### config.mk
export PLATFORM = sky130hd
export DESIGN_NAME = periph_clk_gen
export DESIGN_NICKNAME = d
export VERILOG_FILES = /design/src/rtl/pcg_pkg.sv /design/src/rtl/pcg_ctrl.sv /design/src/rtl/pcg_datapath.sv /design/src/rtl/periph_clk_gen.sv
export SDC_FILE = /design/constraint.sdc
export NUM_CORES = 1
export LEC_CHECK = 0
export CORE_MARGIN = 3
export CORE_UTILIZATION = 42
export DETAILED_ROUTE_END_ITERATION = 10
export PLACE_DENSITY = 0.74
export SYNTH_ARGS = -nofsm -noshare
export SYNTH_HDL_FRONTEND = slang
export SYNTH_SLANG_ARGS = --single-unit
### constraint.sdc
create_clock -name clk -period 2.45 [get_ports clk]
set_input_delay 0.49 -clock clk [delete_from_list [all_inputs] [get_ports clk]]
set_output_delay 0.49 -clock clk [all_outputs]
set_load 0.005 [all_outputs]
### src/rtl/pcg_pkg.sv
package pcg_pkg;
  parameter int DIV_W = 6;
  parameter int SEL_W = 2;
  parameter int DATA_W = 32;

  localparam int SEL_LSB = 4;
  localparam int DIV1_LSB = 8;
  localparam int DIV2_LSB = 20;
  localparam int GATE0_BIT = 0;
  localparam int GATE1_BIT = 1;
  localparam int CTRL_OFS = 0;
  localparam int GATE_OFS = CTRL_OFS + 8;

  typedef enum logic [SEL_W-1:0] {
    SRC_IO_A = 2'd0,
    SRC_IO_B = 2'd1,
    SRC_CPU  = 2'd2,
    SRC_MEM  = 2'd3
  } src_sel_e;

  typedef struct packed {
    src_sel_e          sel;
    logic [DIV_W-1:0]  div1;
    logic [DIV_W-1:0]  div2;
  } pcg_cfg_t;

  typedef struct packed {
    pcg_cfg_t pendCfg;
    logic     gate0;
    logic     gate1;
  } pcg_strobe_t;

  localparam pcg_cfg_t RESET_CFG = '{sel: SRC_IO_A, div1: DIV_W'(1), div2: DIV_W'(1)};

  function automatic logic [DIV_W-1:0] effDiv(input logic [DIV_W-1:0] d);
    return (d == '0) ? DIV_W'(1) : d;
  endfunction
endpackage

### src/rtl/pcg_ctrl.sv
module pcg_ctrl
  import pcg_pkg::*;
#(
  parameter int ADDR_W = 4,
  parameter bit DUAL_OUT = 1'b1,
  parameter bit FABRIC_GATE = 1'b0,
  parameter bit TWO_STAGE = 1'b1
) (
  input  logic              clk,
  input  logic              rstN,
  input  logic              regWe,
  input  logic [ADDR_W-1:0] regAddr,
  input  logic [DATA_W-1:0] regWdata,
  output logic [DATA_W-1:0] regRdata,
  output pcg_strobe_t       ctlStb
);
  localparam logic [ADDR_W-1:0] CTRL_ADDR = ADDR_W'(CTRL_OFS);
  localparam logic [ADDR_W-1:0] GATE_ADDR = ADDR_W'(GATE_OFS);
  localparam bit HAS_OUT1 = DUAL_OUT && !FABRIC_GATE;

  logic [SEL_W-1:0] selQ;
  logic [DIV_W-1:0] div1Q;
  logic [DIV_W-1:0] div2Q;
  logic             g0Q;
  logic             g1Q;
  logic             fabGateQ;
  logic             ctrlWr;
  logic             gateWr;
  logic             unusedWdata;

  assign ctrlWr = regWe && (regAddr == CTRL_ADDR);
  assign gateWr = regWe && (regAddr == GATE_ADDR) && FABRIC_GATE;
  assign unusedWdata = ^regWdata;

  always_ff @(posedge clk) begin
    if (!rstN) begin
      selQ     <= RESET_CFG.sel;
      div1Q    <= RESET_CFG.div1;
      div2Q    <= RESET_CFG.div2;
      g0Q      <= 1'b0;
      g1Q      <= 1'b0;
      fabGateQ <= 1'b1;
    end else begin
      if (ctrlWr) begin
        selQ  <= regWdata[SEL_LSB +: SEL_W];
        div1Q <= regWdata[DIV1_LSB +: DIV_W];
        if (TWO_STAGE) div2Q <= regWdata[DIV2_LSB +: DIV_W];
        if (!FABRIC_GATE) g0Q <= regWdata[GATE0_BIT];
        if (HAS_OUT1) g1Q <= regWdata[GATE1_BIT];
      end
      if (gateWr) fabGateQ <= regWdata[GATE0_BIT];
    end
  end

  always_comb begin
    regRdata = '0;
    if (regAddr == CTRL_ADDR) begin
      regRdata[SEL_LSB +: SEL_W]   = selQ;
      regRdata[DIV1_LSB +: DIV_W]  = div1Q;
      if (TWO_STAGE) regRdata[DIV2_LSB +: DIV_W] = div2Q;
      if (!FABRIC_GATE) regRdata[GATE0_BIT] = g0Q;
      if (HAS_OUT1) regRdata[GATE1_BIT] = g1Q;
    end else if (FABRIC_GATE && regAddr == GATE_ADDR) begin
      regRdata[GATE0_BIT] = fabGateQ;
    end
  end

  always_comb begin
    ctlStb.pendCfg.sel  = src_sel_e'(selQ);
    ctlStb.pendCfg.div1 = div1Q;
    ctlStb.pendCfg.div2 = TWO_STAGE ? div2Q : RESET_CFG.div2;
    ctlStb.gate0        = FABRIC_GATE ? !fabGateQ : g0Q;
    ctlStb.gate1        = HAS_OUT1 ? g1Q : 1'b0;
  end

  assert_ctrl_write_only_R9: assert property (@(posedge clk) disable iff (!rstN)
    !$stable({selQ, div1Q, div2Q, g0Q, g1Q}) |-> $past(regWe && regAddr == CTRL_ADDR))
    else $error("control register changed without a write");

  assert_fab_gate_write_only_R6: assert property (@(posedge clk) disable iff (!rstN)
    !$stable(fabGateQ) |-> $past(regWe && regAddr == GATE_ADDR))
    else $error("gate register changed without a write");

  assert_absent_div2_R7: assert property (@(posedge clk) disable iff (!rstN)
    !TWO_STAGE |-> div2Q == RESET_CFG.div2)
    else $error("absent second divider was stored");
endmodule

### src/rtl/pcg_datapath.sv
module pcg_datapath
  import pcg_pkg::*;
#(
  parameter bit TWO_STAGE = 1'b1
) (
  input  logic        clk,
  input  logic        rstN,
  input  logic        ioTick,
  input  logic        cpuTick,
  input  logic        memTick,
  input  pcg_strobe_t ctlStb,
  output logic        out0Pulse,
  output logic        out1Pulse
);
  localparam logic [DIV_W-1:0] ONE = DIV_W'(1);

  pcg_cfg_t         actCfg;
  logic             srcTick;
  logic [DIV_W-1:0] cnt1;
  logic [DIV_W-1:0] cnt2;
  logic             stage1Wrap;
  logic             periodEnd;

  always_comb begin
    unique case (actCfg.sel)
      SRC_CPU: srcTick = cpuTick;
      SRC_MEM: srcTick = memTick;
      default: srcTick = ioTick;
    endcase
  end

  assign stage1Wrap = srcTick && (cnt1 == effDiv(actCfg.div1) - ONE);

  always_ff @(posedge clk) begin
    if (!rstN) begin
      cnt1 <= '0;
    end else if (srcTick) begin
      cnt1 <= stage1Wrap ? '0 : cnt1 + ONE;
    end
  end

  generate
    if (TWO_STAGE) begin : gStage2
      assign periodEnd = stage1Wrap && (cnt2 == effDiv(actCfg.div2) - ONE);
      always_ff @(posedge clk) begin
        if (!rstN) begin
          cnt2 <= '0;
        end else if (stage1Wrap) begin
          cnt2 <= periodEnd ? '0 : cnt2 + ONE;
        end
      end
      assert_cnt2_range_R4: assert property (@(posedge clk) disable iff (!rstN)
        cnt2 < effDiv(actCfg.div2))
        else $error("second counter beyond its limit");
    end else begin : gStage1Only
      logic unusedDiv2;
      assign periodEnd = stage1Wrap;
      assign cnt2 = '0;
      assign unusedDiv2 = ^actCfg.div2;
    end
  endgenerate

  always_ff @(posedge clk) begin
    if (!rstN) begin
      actCfg    <= RESET_CFG;
      out0Pulse <= 1'b0;
      out1Pulse <= 1'b0;
    end else begin
      if (periodEnd) actCfg <= ctlStb.pendCfg;
      out0Pulse <= periodEnd && ctlStb.gate0;
      out1Pulse <= periodEnd && ctlStb.gate1;
    end
  end

  assert_cfg_at_boundary_R8: assert property (@(posedge clk) disable iff (!rstN)
    !$stable(actCfg) |-> $past(periodEnd))
    else $error("active settings changed mid-period");

  assert_cnt1_range_R3: assert property (@(posedge clk) disable iff (!rstN)
    cnt1 < effDiv(actCfg.div1))
    else $error("first counter beyond its limit");

  assert_pulse_aligned_R4: assert property (@(posedge clk) disable iff (!rstN)
    (out0Pulse || out1Pulse) |-> (cnt1 == '0 && cnt2 == '0))
    else $error("output pulse not at period restart");
endmodule

### src/rtl/periph_clk_gen.sv
module periph_clk_gen
  import pcg_pkg::*;
#(
  parameter int ADDR_W = 4,
  parameter bit DUAL_OUT = 1'b1,
  parameter bit FABRIC_GATE = 1'b0,
  parameter bit TWO_STAGE = 1'b1
) (
  input  logic              clk,
  input  logic              rstN,
  input  logic              ioTick,
  input  logic              cpuTick,
  input  logic              memTick,
  input  logic              regWe,
  input  logic [ADDR_W-1:0] regAddr,
  input  logic [31:0]       regWdata,
  output logic [31:0]       regRdata,
  output logic              out0Pulse,
  output logic              out1Pulse
);
  pcg_strobe_t ctlStb;

  pcg_ctrl #(
    .ADDR_W(ADDR_W), .DUAL_OUT(DUAL_OUT),
    .FABRIC_GATE(FABRIC_GATE), .TWO_STAGE(TWO_STAGE)
  ) uCtrl (
    .clk(clk), .rstN(rstN), .regWe(regWe), .regAddr(regAddr),
    .regWdata(regWdata), .regRdata(regRdata), .ctlStb(ctlStb)
  );

  pcg_datapath #(.TWO_STAGE(TWO_STAGE)) uPath (
    .clk(clk), .rstN(rstN), .ioTick(ioTick), .cpuTick(cpuTick),
    .memTick(memTick), .ctlStb(ctlStb),
    .out0Pulse(out0Pulse), .out1Pulse(out1Pulse)
  );

  assert_no_out1_fabric_R6: assert property (@(posedge clk) disable iff (!rstN)
    (FABRIC_GATE || !DUAL_OUT) |-> !out1Pulse)
    else $error("output 1 active in single-output variant");
endmodule

# == Word level (Yosys, flattened, before mapping) ==
# Index checks and enable logic that the tools add are counted.
# totals
reg_bits,44
latchBits,0
ram_bits,0
rom_bits,0
mem_count,0
# op_classes
addsub,4
n_mul,0
div,0
order_cmp,0
n_eq_ne,4
shift,0
mux,9
bitwise_logic,0
reduce_logical,8
# ops
cell,count
$mux 6,6
$add 6x1->6 const B,2
$eq 6x6->1,2
$logic_not 6->1,2
$sub 6x1->6 const B,2
$logic_and 1x1->1,5
$eq 2x2->1 const B,2
$logic_not 4->1,1
$mux 2,2
$pmux 1 s2,1

# == Longest topological paths before layout ==
# logic_depth
ltp_word,7
depth_mapped,10

# == Modules after synthesis ==
# A second synthesis with hierarchy kept.
# unflattened
cells_unflattened,287
area_unflattened_um2,2477.4
# modules_own_cells
module,n_inst,cells_each,area_per_inst_um2,seq_area_each_um2
pcg_datapath,1,177,1606.5,560.5
pcg_ctrl,1,110,870.8,320.3

# == Worst setup path before layout ==
# Ideal clock, no wire load.
# synth_path
path_type,flip-flop to flip-flop
start,register uPath.actCfg[2] in the netlist's numbering
end,register uPath.actCfg[10] in the netlist's numbering
setup_time_ps,72
t_arrival_ps,2288
required_time_ps,2378
path_slack_ps,91
path_stages_with_launch,11
path_buffers,1
period_less_slack_ps,2359
path_cell_list,dfxtp_1 nor4_1 a21oi_1 ha_1 nor3b_1 xnor2_1 nor3_1 o211ai_2 nor2_4 buf_6 mux2i_1
# synth_between
elab_chain_len,5
# synth_rtl
element,line_no,text
"start, declared",pcg_datapath.sv:17,pcg_cfg_t actCfg;
"start signal, assigned",pcg_datapath.sv:69,if (periodEnd) actCfg <= ctlStb.pendCfg;
$logic_not 6->1,pcg_pkg.sv:36,return (d == '0) ? DIV_W'(1) : d;
$mux 6 (*),pcg_pkg.sv:36,
$sub 6x1->6 (*),pcg_datapath.sv:44,assign periodEnd = stage1Wrap && (cnt2 == effDiv(actCfg.div2) - ONE);
$eq 6x6->1 (*),pcg_datapath.sv:44,
$logic_and 1x1->1 (*),pcg_datapath.sv:44,
# Every way passes the cells marked *; elsewhere a longest branch is shown, timed or not.
# A chain may end at the register's enable or synchronous reset.

# == Final worst setup path ==
# layout_path
start,input port regAddr[2]
end,output port regRdata[25]
# layout_between
elab_chain_len,2
# layout_rtl
element,line_no,text
"start, declared",periph_clk_gen.sv:15,"input logic [ADDR_W-1:0] regAddr,"
$logic_not 4->1,pcg_ctrl.sv:57,if (regAddr == CTRL_ADDR) begin
$mux 6,pcg_ctrl.sv:57,
"end, declared",periph_clk_gen.sv:17,"output logic [31:0] regRdata,"
# Every way passes these cells.

==> results.ini <==
[drt]
top_layer=met4
met2WireLength_um=2590
dr.pass1.iters=4
dr_wl_met3_um=218
met1_length_um=2280
wl_um=5170
drc_errors=0
via_per_inst=5.00
drt_iter0_markers=54
ant_nets=0
wl_per_cell_um=12.3
num_vias=2103

[power_and_ir_drop]
ir_worst_vdd_uv=289
powerDensity_mw_per_mm2=449
leakagePower_nw=1.24

[worst_setup_path]
cp_max_fo=9
end_kind=primary output
startpoint=regAddr[2]
arrival_ps=1890
worstSetupStartpointType=primary input
critical_path_required_ps=1960
r2r-start=uPath.actCfg[4]$_SDFFE_PN0P_
critPathKind=primary input to primary output

[synth]
ys_warn_count=0
syn_inst=297
avgSynthCellArea_um2=8.16
postSynth.asyncResetShare=0
ys_top_cells_by_count=nand2_1 (62), dfxtp_1 (44), a21oi_1 (22)
ys_seq_area_frac=0.363
ys_top_cells_by_area=dfxtp_1 (36%), nand2_1 (9.6%), mux2i_1 (5.8%), buf_4 (5.3%), a21oi_1 (4.5%)
yosysTopAreaCell=dfxtp_1
ys_seq_elements=44
synth_most_common_cell=nand2_1
synth_top_area_share=0.363
synth_cell_types=52
synth_top_flop_cell=dfxtp_1
syn_area_mm2=0.00242
synth_enable_flop_cells=0

[sta]
holdWs_ps=459
maxSlewViolCount=0
finalClockSkew_ps=4.43
final_hold_viol_count=0
min_period_over_period=0.970
finalSetupTns_ps=0
postLayoutSetupSlackWorst_ps=74.2
fin_crit_ps=2380
setup_viol=0
clock.fmax_mhz=421
grt_setup_unrepaired=yes

[layout]
diodes=0
area_delta_synth_final_pct=27.0
drive_gt1_frac=0.117
nNetsFinal=393

[clock_tree]
clock_path_buffers=2
numCtsBuffers=5
clkTransAtPathRegs_ps=80
h-tree-depth=2
cts_root_buf=clkbuf_8
clock-sinks=44
clkLatencyLatePin_ps=300
hold_buffers=0
cts_tree=done

[min_path]
hold_start=uPath.actCfg[5]$_SDFFE_PN0P_
min_path_type=flop to flop

[floorplan]
die-area_mm2=0.00672
core_area_mm2=0.00554
io-pin-count=76
rows=27
dieWidth_um=82.0
start_util=0.437
die_h_um=82.0

[grt]
grt_first_pass_wirelength_um=8670
overflow=0
grt_pass1_vias=1908
grt_usage=0.164
antenna_found_initial=0
grt_max_degree=31

[placement]
hpwl_um=3820
numPortBuffers=43
pre_cts_ws_ps=-121
gp_congestion=0.833

[job]
cap_violations=0

[run_status]
status=complete, no violations

[worst max-delay path, stage by stage]
cell	delay, ps
dlygate4sd2_1	250
nor4_4	340
buf_6	180
and2_1	130
clkdlybuf4s50_1	490
[per-stage QoR]
stage	instances	area [um^2]	power, mW	utilization
after floorplan	312	2480	0.876	-
after detailed placement	409	2930	0.935	0.529
after global routing	421	3080	1.45	0.556
after global placement	409	2930	0.932	0.529
after CTS	419	3040	1.39	0.549
final	421	3080	1.38	0.556
[area by class of cell]
type / instances / area [um^2]
Clock buffer: 6 / 72.6
Clock inverter: 2 / 16.3
Fill cell: 510 / 2460
Inverter: 9 / 33.8
Multi-Input combinational cell: 226 / 1400
Sequential cell: 44 / 881
Tap cell: 72 / 90.1
Timing Repair Buffer: 62 / 583
[repair_timing]
| item | in CTS | in global routing |
|---|---|---|
| setup buffers | 1 | 2 |
| setup endpoints to repair | 30 | 25 |
| gates cloned | 1 | 0 |
| pin swaps | 0 | 3 |
| gates resized for setup | 14 | 4 |
[logic make-up after synthesis]
logic type      count (synthesis)  synth area share
flops                          44             0.363
xor+xnor                       15            0.0542
mux                            14            0.0578
fa+ha+maj                       3            0.0155
buf+inv                        42            0.0976
simple gates                  129             0.265
other cells                     1           0.00155
compound gates                 49             0.145
[power breakdown]
| part | total, mW | switching, mW | internal [mW] |
|---|---|---|---|
| logic | 0.185 | 0.0911 | 0.0940 |
| registers | 0.739 | 0.0140 | 0.725 |
| clock network | 0.457 | 0.254 | 0.203 |
[sequential cells by signal, summed over array words and instances (netlist names), 2 cells and up]
signal,flops
uPath.actCfg,14
uCtrl.div1Q,6
uCtrl.div2Q,6
uPath.cnt1,6
uPath.cnt2,6
uCtrl.selQ,2
[cells in the final DEF, fill, tap and decap left out, types with 9 or more instances in the layout]
cell type | synthesis | routed
buf_4 | 17 | 16
dfxtp_1 | 44 | 44
xnor2_1 | 9 | 9
nand2_1 | 62 | 62
clkdlybuf4s50_1 | 0 | 35
nor2_1 | 9 | 9
conb_1 | 1 | 16
mux2i_1 | 14 | 14
nand3_1 | 9 | 9
a21oi_1 | 22 | 21
and2_1 | 17 | 17
[worst paths after layout]
path / to / slack [ps] / depth (start not counted)
min reg2reg: uPath.actCfg[5]$_SDFFE_PN0P_ / 460 / 2
min: uPath.actCfg[5]$_SDFFE_PN0P_ / 460 / 2
max reg2reg: uPath.actCfg[6]$_SDFFE_PN1P_ / 90 / 10
max: regRdata[25] / 70 / 5
[per-layer routing]
layer  track usage  vias up
met5             0        -
met4        0.0664        0
met3        0.0296        7
met2         0.284       54
met1         0.198      953
li1              -     1089
Power figures use the tool's default switching activity.
